**config.mk**
```make
export PLATFORM = sky130hd
export DESIGN_NAME = reconfig_mgr
export DESIGN_NICKNAME = d
export VERILOG_FILES = /design/src/rtl/rm_pkg.sv /design/src/rtl/rm_interval_meter.sv /design/src/rtl/rm_predictor.sv /design/src/rtl/rm_switch_seq.sv /design/src/rtl/reconfig_mgr.sv
export SDC_FILE = /design/constraint.sdc
export NUM_CORES = 1
export LEC_CHECK = 0
export ABC_CLOCK_PERIOD_IN_PS = 18100
export BUFFER_PORTS_ARGS = -buffer_cell sky130_fd_sc_hd__buf_2
export CAP_MARGIN = 5
export CORE_MARGIN = 2
export CORE_UTILIZATION = 57
export CTS_CLUSTER_SIZE = 14
export DETAILED_ROUTE_END_ITERATION = 6
export PLACE_DENSITY_LB_ADDON = 0.05
export RECOVER_POWER = 100
export SLEW_MARGIN = 25
export SYNTH_ARGS = -nofsm -noshare
export SYNTH_HDL_FRONTEND = slang
export SYNTH_HIERARCHICAL = 1
export SYNTH_SLANG_ARGS = --single-unit
```
**constraint.sdc**
```tcl
create_clock -name clk -period 18.1 [get_ports clk]
set_clock_uncertainty 0.05 [all_clocks]
set_input_delay 2.715 -clock clk [delete_from_list [all_inputs] [get_ports clk]]
set_output_delay 2.715 -clock clk [all_outputs]
set_load 0.01 [all_outputs]
```
**src/rtl/rm_pkg.sv**
```systemverilog
package rm_pkg;

  typedef enum logic [2:0] {
    SQ_RUN     = 3'd0,
    SQ_DRAIN   = 3'd1,
    SQ_HOLD    = 3'd2,
    SQ_SELECT  = 3'd3,
    SQ_RELEASE = 3'd4
  } seq_state_t;

  localparam int unsigned CONF_W   = 2;
  localparam logic [CONF_W-1:0] CONF_TRIG = 2'd3;

endpackage

```
**src/rtl/rm_interval_meter.sv**
```systemverilog
module rm_interval_meter #(
  parameter int RET_W          = 3,
  parameter int INTERVAL_INSTR = 2000,
  parameter int CYC_W          = 16,
  parameter int NUM_CFG        = 4,
  parameter int CFG_W          = 2,
  parameter int PER_W          = 8,
  parameter int BASE_PERIOD    = 10,
  parameter int PERIOD_STEP    = 4,
  parameter int COST_W         = 24
) (
  input  logic              clk,
  input  logic              rst_n,
  input  logic              en_i,
  input  logic              clr_i,
  input  logic [RET_W-1:0]  retire_i,
  input  logic [CFG_W-1:0]  cfg_i,
  output logic              done_o,
  output logic [COST_W-1:0] cost_o
);

  localparam int INSTR_W = $clog2(INTERVAL_INSTR + (1 << RET_W)) + 1;
  localparam logic [INSTR_W-1:0] LIMIT = INSTR_W'(INTERVAL_INSTR);

  logic [INSTR_W-1:0] acc_q;
  logic [INSTR_W-1:0] acc_sum;
  logic [CYC_W-1:0]   cyc_q;
  logic [CYC_W-1:0]   cyc_inc;
  logic [PER_W-1:0]   period_tab [NUM_CFG];
  logic [PER_W-1:0]   cur_period;

  // per-setting clock period, fixed at build time
  for (genvar g = 0; g < NUM_CFG; g++) begin : g_period
    assign period_tab[g] = PER_W'(BASE_PERIOD + g * PERIOD_STEP);
  end

  assign cur_period = period_tab[cfg_i];
  assign acc_sum    = acc_q + INSTR_W'(retire_i);
  assign cyc_inc    = (&cyc_q) ? cyc_q : cyc_q + 1'b1;
  assign done_o     = en_i && (acc_sum >= LIMIT);
  assign cost_o     = COST_W'(cyc_inc) * COST_W'(cur_period);

  always_ff @(posedge clk) begin
    if (!rst_n) begin
      acc_q <= '0;
      cyc_q <= '0;
    end else if (clr_i || done_o) begin
      acc_q <= '0;
      cyc_q <= '0;
    end else if (en_i) begin
      acc_q <= acc_sum;
      cyc_q <= cyc_inc;
    end
  end

endmodule

```
**src/rtl/rm_predictor.sv**
```systemverilog
module rm_predictor
  import rm_pkg::*;
#(
  parameter int NUM_CFG = 4,
  parameter int CFG_W   = 2,
  parameter int COST_W  = 24
) (
  input  logic              clk,
  input  logic              rst_n,
  input  logic              sample_i,
  input  logic [COST_W-1:0] cost_i,
  input  logic [CFG_W-1:0]  cfg_i,
  input  logic              clear_i,
  output logic              switch_o,
  output logic [CFG_W-1:0]  cand_o
);

  logic [COST_W-1:0] cost_tab [NUM_CFG];
  logic              seen_q   [NUM_CFG];
  logic [CONF_W-1:0] conf_q   [NUM_CFG];
  logic [COST_W-1:0] eff_cost [NUM_CFG];
  logic [COST_W-1:0] best;
  logic              found;
  logic              beat;
  logic [CONF_W-1:0] conf_inc;

  // unmeasured settings look free so they get tried
  for (genvar g = 0; g < NUM_CFG; g++) begin : g_eff
    assign eff_cost[g] = seen_q[g] ? cost_tab[g] : '0;
  end

  always_comb begin
    cand_o = '0;
    best   = '0;
    found  = 1'b0;
    for (int i = 0; i < NUM_CFG; i++) begin
      if (CFG_W'(i) != cfg_i) begin
        if (!found || (eff_cost[i] < best)) begin
          found  = 1'b1;
          best   = eff_cost[i];
          cand_o = CFG_W'(i);
        end
      end
    end
  end

  assign beat     = best < cost_i;
  assign conf_inc = (conf_q[cand_o] == CONF_TRIG) ? CONF_TRIG : conf_q[cand_o] + 1'b1;
  assign switch_o = sample_i && beat && (conf_inc == CONF_TRIG);

  always_ff @(posedge clk) begin
    if (!rst_n) begin
      for (int i = 0; i < NUM_CFG; i++) begin
        cost_tab[i] <= '0;
        seen_q[i]   <= 1'b0;
        conf_q[i]   <= '0;
      end
    end else begin
      for (int i = 0; i < NUM_CFG; i++) begin
        if (sample_i && (cfg_i == CFG_W'(i))) begin
          cost_tab[i] <= cost_i;
          seen_q[i]   <= 1'b1;
        end
        if (clear_i) begin
          conf_q[i] <= '0;
        end else if (sample_i) begin
          conf_q[i] <= (beat && (cand_o == CFG_W'(i))) ? conf_inc : '0;
        end
      end
    end
  end

endmodule

```
**src/rtl/rm_switch_seq.sv**
```systemverilog
module rm_switch_seq
  import rm_pkg::*;
#(
  parameter int CFG_W    = 2,
  parameter int SEL_W    = 3,
  parameter int HOLD_W   = 6,
  parameter int HOLD_MIN = 8,
  parameter int HOLD_MAX = 32
) (
  input  logic              clk,
  input  logic              rst_n,
  input  logic              start_i,
  input  logic [CFG_W-1:0]  tgt_size_i,
  input  logic [SEL_W-1:0]  tgt_sel_i,
  input  logic              drain_done_i,
  input  logic [HOLD_W-1:0] hold_len_i,
  output logic [CFG_W-1:0]  size_o,
  output logic [SEL_W-1:0]  sel_o,
  output logic              hold_o,
  output logic              drain_o,
  output logic              busy_o
);

  localparam int CNT_W = $clog2(HOLD_MAX + 1);

  seq_state_t        state_q;
  logic [CFG_W-1:0]  tsize_q;
  logic [SEL_W-1:0]  tsel_q;
  logic [CNT_W-1:0]  cnt_q;
  logic [CNT_W-1:0]  hold_cycles;

  always_comb begin
    if (int'(hold_len_i) < HOLD_MIN)      hold_cycles = CNT_W'(HOLD_MIN);
    else if (int'(hold_len_i) > HOLD_MAX) hold_cycles = CNT_W'(HOLD_MAX);
    else                                  hold_cycles = CNT_W'(hold_len_i);
  end

  assign drain_o = (state_q == SQ_DRAIN);
  assign hold_o  = (state_q == SQ_HOLD) || (state_q == SQ_SELECT);
  assign busy_o  = (state_q != SQ_RUN);

  always_ff @(posedge clk) begin
    if (!rst_n) begin
      state_q <= SQ_RUN;
      tsize_q <= '0;
      tsel_q  <= '0;
      cnt_q   <= '0;
      size_o  <= '0;
      sel_o   <= '0;
    end else begin
      unique case (state_q)
        SQ_RUN: begin
          if (start_i) begin
            tsize_q <= tgt_size_i;
            tsel_q  <= tgt_sel_i;
            state_q <= SQ_DRAIN;
          end
        end
        SQ_DRAIN: begin
          if (drain_done_i) begin
            // hold phase: (len-1) cycles here plus one select cycle
            cnt_q   <= hold_cycles - CNT_W'(2);
            state_q <= SQ_HOLD;
          end
        end
        SQ_HOLD: begin
          if (cnt_q == '0) begin
            sel_o   <= tsel_q;
            state_q <= SQ_SELECT;
          end else begin
            cnt_q <= cnt_q - 1'b1;
          end
        end
        SQ_SELECT: begin
          state_q <= SQ_RELEASE;
        end
        SQ_RELEASE: begin
          size_o  <= tsize_q;
          state_q <= SQ_RUN;
        end
        default: state_q <= SQ_RUN;
      endcase
    end
  end

endmodule

```
**src/rtl/reconfig_mgr.sv**
```systemverilog
module reconfig_mgr #(
  parameter int NUM_CFG        = 4,
  parameter int RET_W          = 3,
  parameter int INTERVAL_INSTR = 2000,
  parameter int CYC_W          = 16,
  parameter int PER_W          = 8,
  parameter int BASE_PERIOD    = 10,
  parameter int PERIOD_STEP    = 4,
  parameter int HOLD_MIN       = 8,
  parameter int HOLD_MAX       = 32
) (
  input  logic                       clk,
  input  logic                       rst_n,
  input  logic [RET_W-1:0]           retire_cnt,
  input  logic                       low_power_req,
  input  logic                       drain_done,
  input  logic [5:0]                 hold_len,
  output logic [$clog2(NUM_CFG)-1:0] size_code,
  output logic [$clog2(NUM_CFG+1)-1:0] clk_sel,
  output logic                       clk_hold,
  output logic                       drain_req,
  output logic                       busy
);

  localparam int CFG_W  = $clog2(NUM_CFG);
  localparam int SEL_W  = $clog2(NUM_CFG + 1);
  localparam int COST_W = CYC_W + PER_W;
  localparam logic [SEL_W-1:0] LP_SEL = SEL_W'(NUM_CFG);

  logic              running;
  logic              in_lp;
  logic              lp_enter;
  logic              lp_exit;
  logic              meas_en;
  logic              win_done;
  logic [COST_W-1:0] win_cost;
  logic              pred_switch;
  logic [CFG_W-1:0]  cand;
  logic              start;
  logic [CFG_W-1:0]  tgt_size;
  logic [SEL_W-1:0]  tgt_sel;

  assign running  = !busy;
  assign in_lp    = (clk_sel == LP_SEL);
  assign lp_enter = running && low_power_req && !in_lp;
  assign lp_exit  = running && !low_power_req && in_lp;
  assign meas_en  = running && !in_lp && !lp_enter;
  assign start    = lp_enter || lp_exit || pred_switch;

  always_comb begin
    if (lp_enter) begin
      tgt_size = '0;
      tgt_sel  = LP_SEL;
    end else if (lp_exit) begin
      tgt_size = '0;
      tgt_sel  = '0;
    end else begin
      tgt_size = cand;
      tgt_sel  = SEL_W'(cand);
    end
  end

  rm_interval_meter #(
    .RET_W(RET_W), .INTERVAL_INSTR(INTERVAL_INSTR), .CYC_W(CYC_W),
    .NUM_CFG(NUM_CFG), .CFG_W(CFG_W), .PER_W(PER_W),
    .BASE_PERIOD(BASE_PERIOD), .PERIOD_STEP(PERIOD_STEP), .COST_W(COST_W)
  ) u_meter (
    .clk(clk), .rst_n(rst_n), .en_i(meas_en), .clr_i(lp_enter),
    .retire_i(retire_cnt), .cfg_i(size_code),
    .done_o(win_done), .cost_o(win_cost)
  );

  rm_predictor #(
    .NUM_CFG(NUM_CFG), .CFG_W(CFG_W), .COST_W(COST_W)
  ) u_pred (
    .clk(clk), .rst_n(rst_n), .sample_i(win_done), .cost_i(win_cost),
    .cfg_i(size_code), .clear_i(start),
    .switch_o(pred_switch), .cand_o(cand)
  );

  rm_switch_seq #(
    .CFG_W(CFG_W), .SEL_W(SEL_W), .HOLD_W(6),
    .HOLD_MIN(HOLD_MIN), .HOLD_MAX(HOLD_MAX)
  ) u_seq (
    .clk(clk), .rst_n(rst_n), .start_i(start),
    .tgt_size_i(tgt_size), .tgt_sel_i(tgt_sel),
    .drain_done_i(drain_done), .hold_len_i(hold_len),
    .size_o(size_code), .sel_o(clk_sel), .hold_o(clk_hold),
    .drain_o(drain_req), .busy_o(busy)
  );

endmodule

```
==> results of run 1 <==
-- stage by stage --
stage	setup WS (ns)	instances	area, um2
6_report	3.72	1800	14000
5_1_grt	2.46	1800	14000
4_1_cts	6.05	1800	14100
2_1_floorplan	8.18	1514	13300
3_5_place_dp	6.10	1768	13500
3_3_place_gp	6.37	1768	13500
-- layer usage --
layer | vias up | wire [um]
met5 | - | 0
met3 | 28 | 1500
met2 | 255 | 15100
li1 | 5326 | -
met1 | 5006 | 14700
met4 | 0 | 354
-- worst max-delay path: cells and delay by family, from the launching register on --
family | cells | cell delay (ns)
buffers and inverters | 6 | 2.55
adders and majority gates | 4 | 1.27
AOI/OAI and AO/OA | 17 | 6.62
muxes | 2 | 0.68
and+or+nand+nor | 11 | 2.63
DFF | 1 | 0.31
-- state kept, by name, indices dropped and copies added (netlist names) --
name / count
u_meter/acc_q: 12
u_meter/cyc_q: 16
u_pred/conf_q: 8
u_pred/cost_tab: 96
u_pred/seen_q: 4
u_seq/cnt_q: 6
u_seq/sel_o: 3
u_seq/size_o: 2
u_seq/state_q: 3
u_seq/tsel_q: 3
u_seq/tsize_q: 2
-- Yosys cell counts (all sizes together), types with 13 or more instances --
cell,count
a211oi,13
a21o,29
a21oi,71
and2,97
buf,26
clkbuf,64
dfxtp,50
edfxtp,105
fa,15
ha,165
inv,121
mux2,13
mux2i,30
nand2,132
nand2b,18
nand3,33
nand4,29
nor2,104
nor2b,24
nor3,76
nor4,36
o21a,17
o21ai,72
xnor2,19
xor2,19
-- report_power, final --
| group | switching (W) | total, W | internal, W |
|---|---|---|---|
| clock | 0.000161 | 0.000354 | 0.000193 |
| sequential | 0.0000150 | 0.000413 | 0.000398 |
| combinational | 0.0000890 | 0.000141 | 0.0000519 |
| total | 0.000265 | 0.000908 | 0.000643 |
-- logic make-up after synthesis --
group,after synthesis
and+or+nand+nor,602
AOI/OAI and AO/OA,281
buffers and inverters,211
adders and majority gates,180
DFF,155
muxes,43
xor gates and xnor gates,38
other,1
-- placed cells by master, fill, tap and decap left out, types with 12 or more instances in the layout --
cell type | synthesis | routed
nand4_1 | 27 | 27
o21ai_0 | 69 | 70
mux2i_1 | 30 | 30
and2_0 | 1 | 18
ha_1 | 165 | 165
nand2b_1 | 18 | 18
nand3_1 | 32 | 32
inv_1 | 120 | 120
clkbuf_16 | 0 | 17
a211oi_1 | 12 | 12
nand2_1 | 132 | 131
a21oi_1 | 70 | 70
dfxtp_1 | 50 | 49
o211ai_1 | 12 | 12
buf_2 | 15 | 13
o21a_1 | 16 | 16
nor2_1 | 104 | 104
nor4_1 | 34 | 34
xnor2_1 | 19 | 19
nor3_1 | 72 | 71
and2_1 | 96 | 79
edfxtp_1 | 105 | 105
xor2_1 | 18 | 18
clkbuf_1 | 64 | 12
nor2b_1 | 24 | 24
fa_1 | 15 | 15
a21o_1 | 28 | 28
-- cell type report --
type / instances / area (um2) / area share
sequential: 155 / 4160 / 0.297
multi-input combinational: 1148 / 8280 / 0.591
clock inverter: 14 / 134 / 0.00956
tap: 313 / 392 / 0.0280
inverter: 121 / 454 / 0.0324
timing repair buffer: 31 / 159 / 0.0113
clock buffer: 18 / 429 / 0.0306
-- how the worst min path moves through the flow --
stage / startpoint / end / slack [ns] / depth (start not counted)
final: u_meter/acc_q[11] / u_meter/acc_q[11] / 0.43 / 1
after global routing: u_meter/acc_q[11] / u_meter/acc_q[11] / 0.46 / 1
after CTS: u_seq/cnt_q[5] / u_seq/cnt_q[5] / 0.42 / 2
after detailed placement: u_meter/acc_q[11] / u_meter/acc_q[11] / 0.41 / 1
after global placement: u_seq/cnt_q[5] / u_seq/cnt_q[5] / 0.41 / 2
after floorplan: u_seq/cnt_q[5] / u_seq/cnt_q[5] / 0.39 / 2
==> summary.md, run 1 <==
| Metric | Value |
|---|---|
| Least-Margin Pin Slew | 3.41 ns |
| Final antenna-violating net count | 0 |
| Req. time, crit path | 18.26 ns |
| Reg2reg setup slack | 3.72 ns |
| Fmax | 0.0696 GHz |
| Number of setup violations in the final report | 0 |
| Starting Density | 0.585 |
| Sequential area share after synthesis | 0.312 |
| Syn Area/Cell | 8.82 um2 |
| # diodes | 0 |
| Largest net degree at the start of global routing | 74 |
| Routed wire length per instance | 17.6 um |
| Met1 usage | 0.357 |
| Cell area after synthesis | 0.0133 mm2 |
| Crit path max fanout | 44 |
| Reg2reg path depth | 40 |
| Ys Warns | 6 |
| Final hold slack | 0.432 ns |
| # Max-Cap Violations | 4 |
| Filler Cell Count | 2013 |
| Hold buffers post-CTS | 0 |
| Pwr per Cell Area | 64.8 mW/mm2 |
| R2R Path End | u_pred/conf_q[1][1] |
| CTS tree | yes |
| DR iter-0 viols | 708 |
| CTS resizes | 0 |
| Root buf cell | clkbuf_16 |
| Worst-path clk slew | 0.07 ns |
| CTS H-tree depth | 4 |
| Number of flops mapped to enable cells by yosys | 105 |
| Area growth syn-to-layout | 5.13% |
| Clock network latency to the later pin of the worst-skew pair | 0.43 ns |
| Post-CTS Setup Inserts | 0 |
| Reg-to-Reg Start | u_seq/size_o[1] |
| Fraction of layout cells with a size suffix above 1 | 0.0672 |
| Synth Area in XOR/XNOR | 0.0255 |
| RSZ-0062 raised after global routing | false |
| Failing checks | max-capacitance violations, max-slew violations |
| Leakage power | 5.96 nW |
| Placed wire-length estimate | 23700 um |
| Global-route wire length before repair | 52000 um |
| HP Class | reg -> reg |
| Worst IR drop on VDD | 0.0546 mV |
| IO Pins | 21 |
| Worst setup endpoint | u_pred/conf_q[1][1] |
| Async SR Flop Fraction | 0 |
| Multiplexer share of the synthesized area | 0.0338 |
| Total Negative Setup Slacks | 0 ns |
| Crit-path slowest cell | o31ai_1 |
| Die Ht | 157 um |
| M3 GR Usage | 0.0354 |
| Pre-antenna DRT Iters | 5 |
| Slew Limit Fails | 167 |
| Compound-Gate Fraction of Synth Area | 0.142 |
| Synth Area in Simple Gates | 0.245 |
| Area contributors post-synth | edfxtp_1, ha_1, dfxtp_1 |
| Post-layout util | 0.615 |
| Synth top area share | 0.237 |
| Routed via count | 10.6k |
| Core area | 0.0228 mm2 |
| Setup Crit Path Kind | reg -> reg |
| Die ar. | 0.0246 mm2 |
| Busiest grt layer | met2 |
| CP Capture Type | flip-flop |
| CTS Buf Count | 17 |
| Final Power | 0.000908 W |
| Initial antenna violation count | 0 |
| CP dominant cell by count | ha_1 |
| GRT Util Overall | 0.267 |
| Vias in the first global route | 10.4k |
| Clock sinks | 155 |
| WL final | 31600 um |
| Startpoint Class | flip-flop |
| Worst path max stage delay | 2.14 ns |
| DRC Markers | 0 |
| Placer Congestion | 0.904 |
| Die Wd | 157 um |
| M2 GR Usage | 0.453 |
| Row count | 55 |
| Ys flop type | edfxtp_1 |
| Yosys reg bits | 155 |
| CP startpoint | u_seq/size_o[1] |
| Number of port buffers | 20 |
| Total global routing overflow | 0 |
| Vias per cell | 5.90 |
| Post-synth top area cell | edfxtp_1 |
| Tmin final | 14.38 ns |
| Adder-cell area share of the yosys netlist | 0.178 |
| Final Hold Viols | 0 |
| Clk buf depth | 2 |
| Rel. slew slack | -1.27 |
| Synth unique cells | 97 |
| Gate Count Post-Synth | 1511 |
| Final period utilization | 0.794 |
| Status | finished, violations left |
| Crit path arrival time | 14.54 ns |
| Largest family of logic cells by synthesized area | simple AND/OR/NAND/NOR gates |
| NumNets Final | 1667 |
No activity file was read; power rests on OpenSTA's default activity.
==> run 2: changes to the inputs <==
--- a/config.mk
+++ b/config.mk
@@ -5,7 +5,7 @@
 export SDC_FILE = /design/constraint.sdc
 export NUM_CORES = 1
 export LEC_CHECK = 0
-export ABC_CLOCK_PERIOD_IN_PS = 18100
+export ABC_CLOCK_PERIOD_IN_PS = 13810
 export BUFFER_PORTS_ARGS = -buffer_cell sky130_fd_sc_hd__buf_2
 export CAP_MARGIN = 5
 export CORE_MARGIN = 2
==> constraint.sdc (replaced) <==
create_clock -name clk -period 13.81 [get_ports clk]
set_clock_uncertainty 0.05 [all_clocks]
set_input_delay 2.0715 -clock clk [delete_from_list [all_inputs] [get_ports clk]]
set_output_delay 2.0715 -clock clk [all_outputs]
set_load 0.01 [all_outputs]
==> summary.md, run 2 (synthesized netlist as in run 1, its figures left out) <==
| Metric | Value |
|---|---|
| Rel. slew slack | -1.25 (+0.0204) |
| # Max-Cap Violations | 2 (-2) |
| Crit path max fanout | 41 (-6.8%) |
| CTS resizes | 0 (unchanged) |
| Crit path arrival time | 12.46 ns (-2.08 ns) |
| Total area of sequential cells | 0.00415 mm2 (about the same) |
| Core area | 0.0228 mm2 (unchanged) |
| Global-route wire length before repair | 51800 um (-0.44%) |
| DRC Markers | 0 (unchanged) |
| RSZ-0062 raised after global routing | false |
| Row count | 55 (unchanged) |
| WL final | 31500 um (-0.28%) |
| # diodes | 0 (unchanged) |
| Reg2reg setup slack | 1.53 ns (-2.19 ns) |
| Leakage power | 5.97 nW (about the same) |
| R2R Path End | u_pred/conf_q[2][0] |
| Startpoint Class | flip-flop |
| IO Pins | 21 (unchanged) |
| Final Hold Viols | 0 (unchanged) |
| Fraction of layout cells with a size suffix above 1 | 0.0686 (+0.00139) |
| Clock sinks | 155 (unchanged) |
| Post-layout util | 0.615 (about the same) |
| Pre-antenna DRT Iters | 5 (unchanged) |
| Req. time, crit path | 13.98 ns (-4.28 ns) |
| CTS Buf Count | 17 (unchanged) |
| Non-filler cells, final | 1799 (-0.056%) |
| HP Start | u_seq/cnt_q[5] |
| CTS H-tree depth | 4 (unchanged) |
| Pwr per Cell Area | 84.2 mW/mm2 (+30%) |
| Number of port buffers | 20 (unchanged) |
| CP startpoint | u_seq/size_o[0] |
| Pre-CTS setup slack | 2.12 ns (-3.97 ns) |
| Post-CTS Setup Inserts | 0 (unchanged) |
| Largest registers | u_pred/cost_tab: 96 flops, u_meter/cyc_q: 16 flops, u_meter/acc_q: 12 flops |
| Placed wire-length estimate | 23700 um (about the same) |
| Most frequent cells in the layout | ha_1, nand2_1, inv_1, edfxtp_1, nor2_1 |
| Vias in the first global route | 10.3k (-1.3%) |
| Number of setup violations in the final report | 0 (unchanged) |
| Worst-path clk slew | 0.07 ns (about the same) |
| Reg2reg path depth | 42 (+5.0%) |
| Commonest non-fill, non-tap cell in the layout | ha_1 |
| CP Capture Type | flip-flop |
| Largest Register | u_pred/cost_tab |
| Vias per cell | 5.90 (about the same) |
| Crit-path slowest cell | o21a_1 |
| Slew Limit Fails | 102 (-39%) |
| NumNets Final | 1666 (-0.060%) |
| Tmin final | 12.28 ns (-2.10 ns) |
| DR iter-0 viols | 687 (-3.0%) |
| Post-route worst setup slack | 1.53 ns (-2.19 ns) |
| GRT Util Overall | 0.266 (-0.00149) |
| Root buf cell | clkbuf_16 |
| Routed wire length per instance | 17.5 um (-0.23%) |
| Multi-input combinational cell area | 0.00830 mm2 (+0.23%) |
| Hold buffers post-CTS | 0 (unchanged) |
| Clock network latency to the later pin of the worst-skew pair | 0.43 ns (about the same) |
| Starting Density | 0.585 (unchanged) |
| Die ar. | 0.0246 mm2 (unchanged) |
| Largest register FFs | 96 (unchanged) |
| Area growth syn-to-layout | 5.23% (about the same) |
| Routed via count | 10.6k (+0.038%) |
| Filler Cell Count | 2041 (+1.4%) |
| Initial antenna violation count | 0 (unchanged) |
| Total global routing overflow | 0 (unchanged) |
| Final period utilization | 0.889 (+0.0950) |
| Status | finished, violations left |
| Die Wd | 157 um (unchanged) |
| Clk buf depth | 2 (unchanged) |
| Reg-to-Reg Start | u_seq/size_o[0] |
| Worst setup endpoint | u_pred/conf_q[2][0] |
| CP dominant cell by count | ha_1 |
| Placed Cells | 1767 (-0.057%) |
| Fmax | 0.0814 GHz (+17%) |
| Least-Margin Pin Slew | 3.38 ns (-0.0306 ns) |
| CTS tree | yes |
| Die Ht | 157 um (unchanged) |
| Placer Congestion | 0.955 (+5.7%) |
| Failing checks | max-capacitance violations, max-slew violations |
| Setup Crit Path Kind | reg -> reg |
| Largest net degree at the start of global routing | 74 (unchanged) |
| Final antenna-violating net count | 0 (unchanged) |
| Total Negative Setup Slacks | 0 ns (unchanged) |
| HP Class | reg -> reg |
| Worst path max stage delay | 0.78 ns (-1.36 ns) |
| Worst IR drop on VDD | 0.0753 mV (+38%) |
-- run 2: final cells by class --
cell class / instances / share of cell area
repair buffers: 30 / 0.0113
flip-flops and latches: 155 / 0.296
multi-input cells: 1148 / 0.592
clock inverters: 13 / 0.00750
inverters: 121 / 0.0324
clock buffers: 19 / 0.0324
well taps: 313 / 0.0279
-- run 2: worst max-delay path, delay by kind of cell, from the launching register on --
kind	cells	cell delay (ns)
buffers and inverters	4	1.47
adder cells (fa/ha/maj)	4	1.30
multiplexers	2	0.62
AO/OA/AOI/OAI	16	4.79
flip-flops	1	0.31
AND/OR/NAND/NOR	16	3.48
-- run 2: report_power, final --
| part | switching, W | internal, W | total, W |
|---|---|---|---|
| logic | 0.000118 | 0.0000680 | 0.000186 |
| clock network | 0.000207 | 0.000246 | 0.000453 |
| registers | 0.0000199 | 0.000522 | 0.000542 |
-- run 2: worst min path at each step --
stage,to,slack [ns],cells past startpoint
CTS,u_seq/cnt_q[5],0.42,2
detailed placement,u_seq/cnt_q[5],0.41,2
floorplan,u_seq/cnt_q[5],0.39,2
global placement,u_seq/cnt_q[5],0.41,2
finish,u_seq/cnt_q[5],0.43,2
global route,u_meter/acc_q[11],0.45,1
-- run 2: per-layer routing --
layer  routed length [um]  global-route usage
met1                15000               0.360
met4                  525              0.0703
met2                15000               0.451
met5                    0                   0
met3                 1010              0.0294
-- run 2: per-stage QoR --
stage	hold WS [ns]	power, W	instance area (um2)
2_1_floorplan	0.392	0.000689	13300
3_3_place_gp	0.412	0.000733	13500
3_5_place_dp	0.415	0.000737	13500
4_1_cts	0.417	0.00119	14100
5_1_grt	0.451	0.00123	14000
6_report	0.425	0.00118	14000
==> run 3: changes to the inputs <==
--- a/config.mk
+++ b/config.mk
@@ -5,10 +5,9 @@
 export SDC_FILE = /design/constraint.sdc
 export NUM_CORES = 1
 export LEC_CHECK = 0
-export ABC_CLOCK_PERIOD_IN_PS = 13810
+export ABC_CLOCK_PERIOD_IN_PS = 15500
 export BUFFER_PORTS_ARGS = -buffer_cell sky130_fd_sc_hd__buf_2
 export CAP_MARGIN = 5
-export CORE_MARGIN = 2
 export CORE_UTILIZATION = 57
 export CTS_CLUSTER_SIZE = 14
 export DETAILED_ROUTE_END_ITERATION = 6
==> constraint.sdc (replaced) <==
create_clock -name clk -period 15.5 [get_ports clk]
set_clock_uncertainty 0.05 [all_clocks]
set_input_delay 2.325 -clock clk [delete_from_list [all_inputs] [get_ports clk]]
set_output_delay 2.325 -clock clk [all_outputs]
set_load 0.01 [all_outputs]
==> summary.md, run 3 (synthesized netlist as in run 1, its figures left out) <==
| Metric | Value |
|---|---|
| Status | finished, violations left |
| Failing checks | max-capacitance violations, max-slew violations |
| Req. time, crit path | 15.67 ns (+1.69 ns) |
| Fmax | 0.0765 GHz (-6.0%) |
| Die ar. | 0.0240 mm2 (-2.5%) |
| Pwr per Cell Area | 80.4 mW/mm2 (-4.5%) |
| Vias in the first global route | 10.2k (-0.66%) |
| Crit path max fanout | 55 (+34%) |
| Starting Density | 0.585 (unchanged) |
| Placed wire-length estimate | 23300 um (-1.5%) |
| Routed via count | 10.6k (+0.085%) |
| Cell area after placement | 0.0135 mm2 (about the same) |
| DR iter-0 viols | 684 (-0.44%) |
| Root buf cell | clkbuf_16 |
| Number of setup violations in the final report | 0 (unchanged) |
| R2R Path End | u_pred/conf_q[2][0] |
| Startpoint Class | flip-flop |
| Largest registers | u_pred/cost_tab: 96 flops, u_meter/cyc_q: 16 flops, u_meter/acc_q: 12 flops |
| Final period utilization | 0.843 (-0.0462) |
| Largest register FFs | 96 (unchanged) |
| CP dominant cell by count | ha_1 |
| IO Pins | 21 (unchanged) |
| Rel. slew slack | -1.24 (+0.00996) |
| NumNets Final | 1667 (+0.060%) |
| Worst-path clk slew | 0.07 ns (about the same) |
| Crit-path slowest cell | clkbuf_1 |
| Net Sw Frac | 0.265 (-0.0264) |
| Pre-antenna DRT Iters | 5 (unchanged) |
| Final Power | 0.00114 W (-3.7%) |
| WHS Endpoint | u_meter/acc_q[11] |
| Commonest non-fill, non-tap cell in the layout | ha_1 |
| Area growth syn-to-layout | 6.14% |
| CTS H-tree depth | 4 (unchanged) |
| Global-route wire length before repair | 51000 um (-1.4%) |
| CP Capture Type | flip-flop |
| Hold buffers post-CTS | 0 (unchanged) |
| Leakage power | 6.02 nW (+0.94%) |
| Core area | 0.0228 mm2 (unchanged) |
| Clock sinks | 155 (unchanged) |
| # Max-Cap Violations | 4 (+2) |
| DRC Markers | 0 (unchanged) |
| Crit path arrival time | 13.24 ns (+0.78 ns) |
| Vias per cell | 5.90 (about the same) |
| CTS resizes | 0 (unchanged) |
| Largest net degree at the start of global routing | 74 (unchanged) |
| Reg2reg path depth | 44 (+4.8%) |
| Final antenna-violating net count | 0 (unchanged) |
| Post-CTS Setup Inserts | 0 (unchanged) |
| Reg2reg setup slack | 2.43 ns (+0.90 ns) |
| Post-layout util | 0.621 (+0.00533) |
| Reg-to-Reg Start | u_seq/size_o[1] |
| Final Hold Viols | 0 (unchanged) |
| Slew Limit Fails | 171 (+68%) |
| CTS Buf Count | 17 (unchanged) |
| Worst IR drop on VDD | 0.0600 mV (-20%) |
| Clk buf depth | 2 (unchanged) |
| Total global routing overflow | 0 (unchanged) |
| CTS tree | yes |
| Worst path max stage delay | 1.00 ns (+0.22 ns) |
| Tmin final | 13.07 ns (+0.786 ns) |
| Initial antenna violation count | 0 (unchanged) |
| Fraction of layout cells with a size suffix above 1 | 0.0666 (-0.00206) |
| Switching power | 0.000302 W (-12%) |
| Routed wire length per instance | 17.4 um (-0.87%) |
| # diodes | 0 (unchanged) |
| Placer Congestion | 0.909 (-4.9%) |
| Largest Register | u_pred/cost_tab |
| Most frequent cells in the layout | ha_1, nand2_1, inv_1, edfxtp_1, nor2_1 |
| Combinational share of power | 0.144 (-0.013) |
| Total Negative Setup Slacks | 0 ns (unchanged) |
| Int Power | 0.000835 W (-0.11%) |
| Least-Margin Pin Slew | 3.36 ns (-0.0149 ns) |
| Number of port buffers | 20 (unchanged) |
| Row count | 55 (unchanged) |
| Setup Crit Path Kind | reg -> reg |
| Clock network latency to the later pin of the worst-skew pair | 0.43 ns (about the same) |
| Clock power frac | 0.431 (+0.047) |
| Hold depth | 1 (-1) |
| Sequential power share | 0.425 (-0.034) |
| RSZ-0062 raised after global routing | false |
| Die Wd | 155 um (-1.3%) |
| Die Ht | 155 um (-1.3%) |
| HP Start | u_meter/acc_q[11] |
| GRT Util Overall | 0.270 (+0.00402) |
| Finished Cell Area | 0.0141 mm2 (+0.87%) |
| HP Class | reg -> reg |
| WL final | 31300 um (-0.82%) |
[run 3: worst max path at each step]
stage,from,to
finish,u_seq/size_o[1],u_pred/conf_q[2][0]
global route,u_seq/size_o[1],u_pred/conf_q[1][0]
CTS,u_seq/size_o[1],u_pred/conf_q[2][0]
detailed placement,u_seq/size_o[1],u_pred/conf_q[2][0]
global placement,u_seq/size_o[1],u_pred/conf_q[1][0]
floorplan,u_seq/size_o[1],u_pred/conf_q[0][0]
[run 3: area by class of cell]
cell class / instances / area, um2
clock buffers: 24 / 568
clock inverters: 8 / 135
inverters: 121 / 454
fillers: 1957 / 8640
repair buffers: 31 / 155
flip-flops and latches: 155 / 4160
multi-input cells: 1148 / 8280
well taps: 313 / 392
[run 3: worst max-delay path, delay by kind of cell, from the launching register on]
kind	cells	cell delay [ns]
multiplexers	2	0.71
buffers and inverters	5	2.48
flip-flops	1	0.31
AO/OA/AOI/OAI	16	4.16
adder cells (fa/ha/maj)	4	1.33
AND/OR/NAND/NOR	17	3.76
[run 3: power groups by stage]
| stage | sequential, W | combinational, W | clock, W |
|---|---|---|---|
| 5_1_grt | 0.000486 | 0.000185 | 0.000512 |
| 3_5_place_dp | 0.000491 | 0.000165 | 0 |
| 2_1_floorplan | 0.000483 | 0.000131 | 0 |
| 4_1_cts | 0.000483 | 0.000166 | 0.000498 |
| 6_report | 0.000483 | 0.000164 | 0.000490 |
| 3_3_place_gp | 0.000491 | 0.000163 | 0 |
[run 3: per-stage QoR]
step                worst slack, ns  cells  hold slack [ns]
floorplan                      5.58   1514            0.392
global placement               4.04   1768            0.405
detailed placement             3.80   1768            0.416
CTS                            3.71   1800            0.420
global route                   1.40   1800            0.460
finish                         2.43   1800            0.430
[run 3: layer usage]
metal	vias up	global-route usage	part of all wire
met1	4997	0.363	0.46
li1	5314	-	-
met5	-	0	0
met3	40	0.0323	0.055
met2	277	0.457	0.47
met4	0	0.0736	0.017
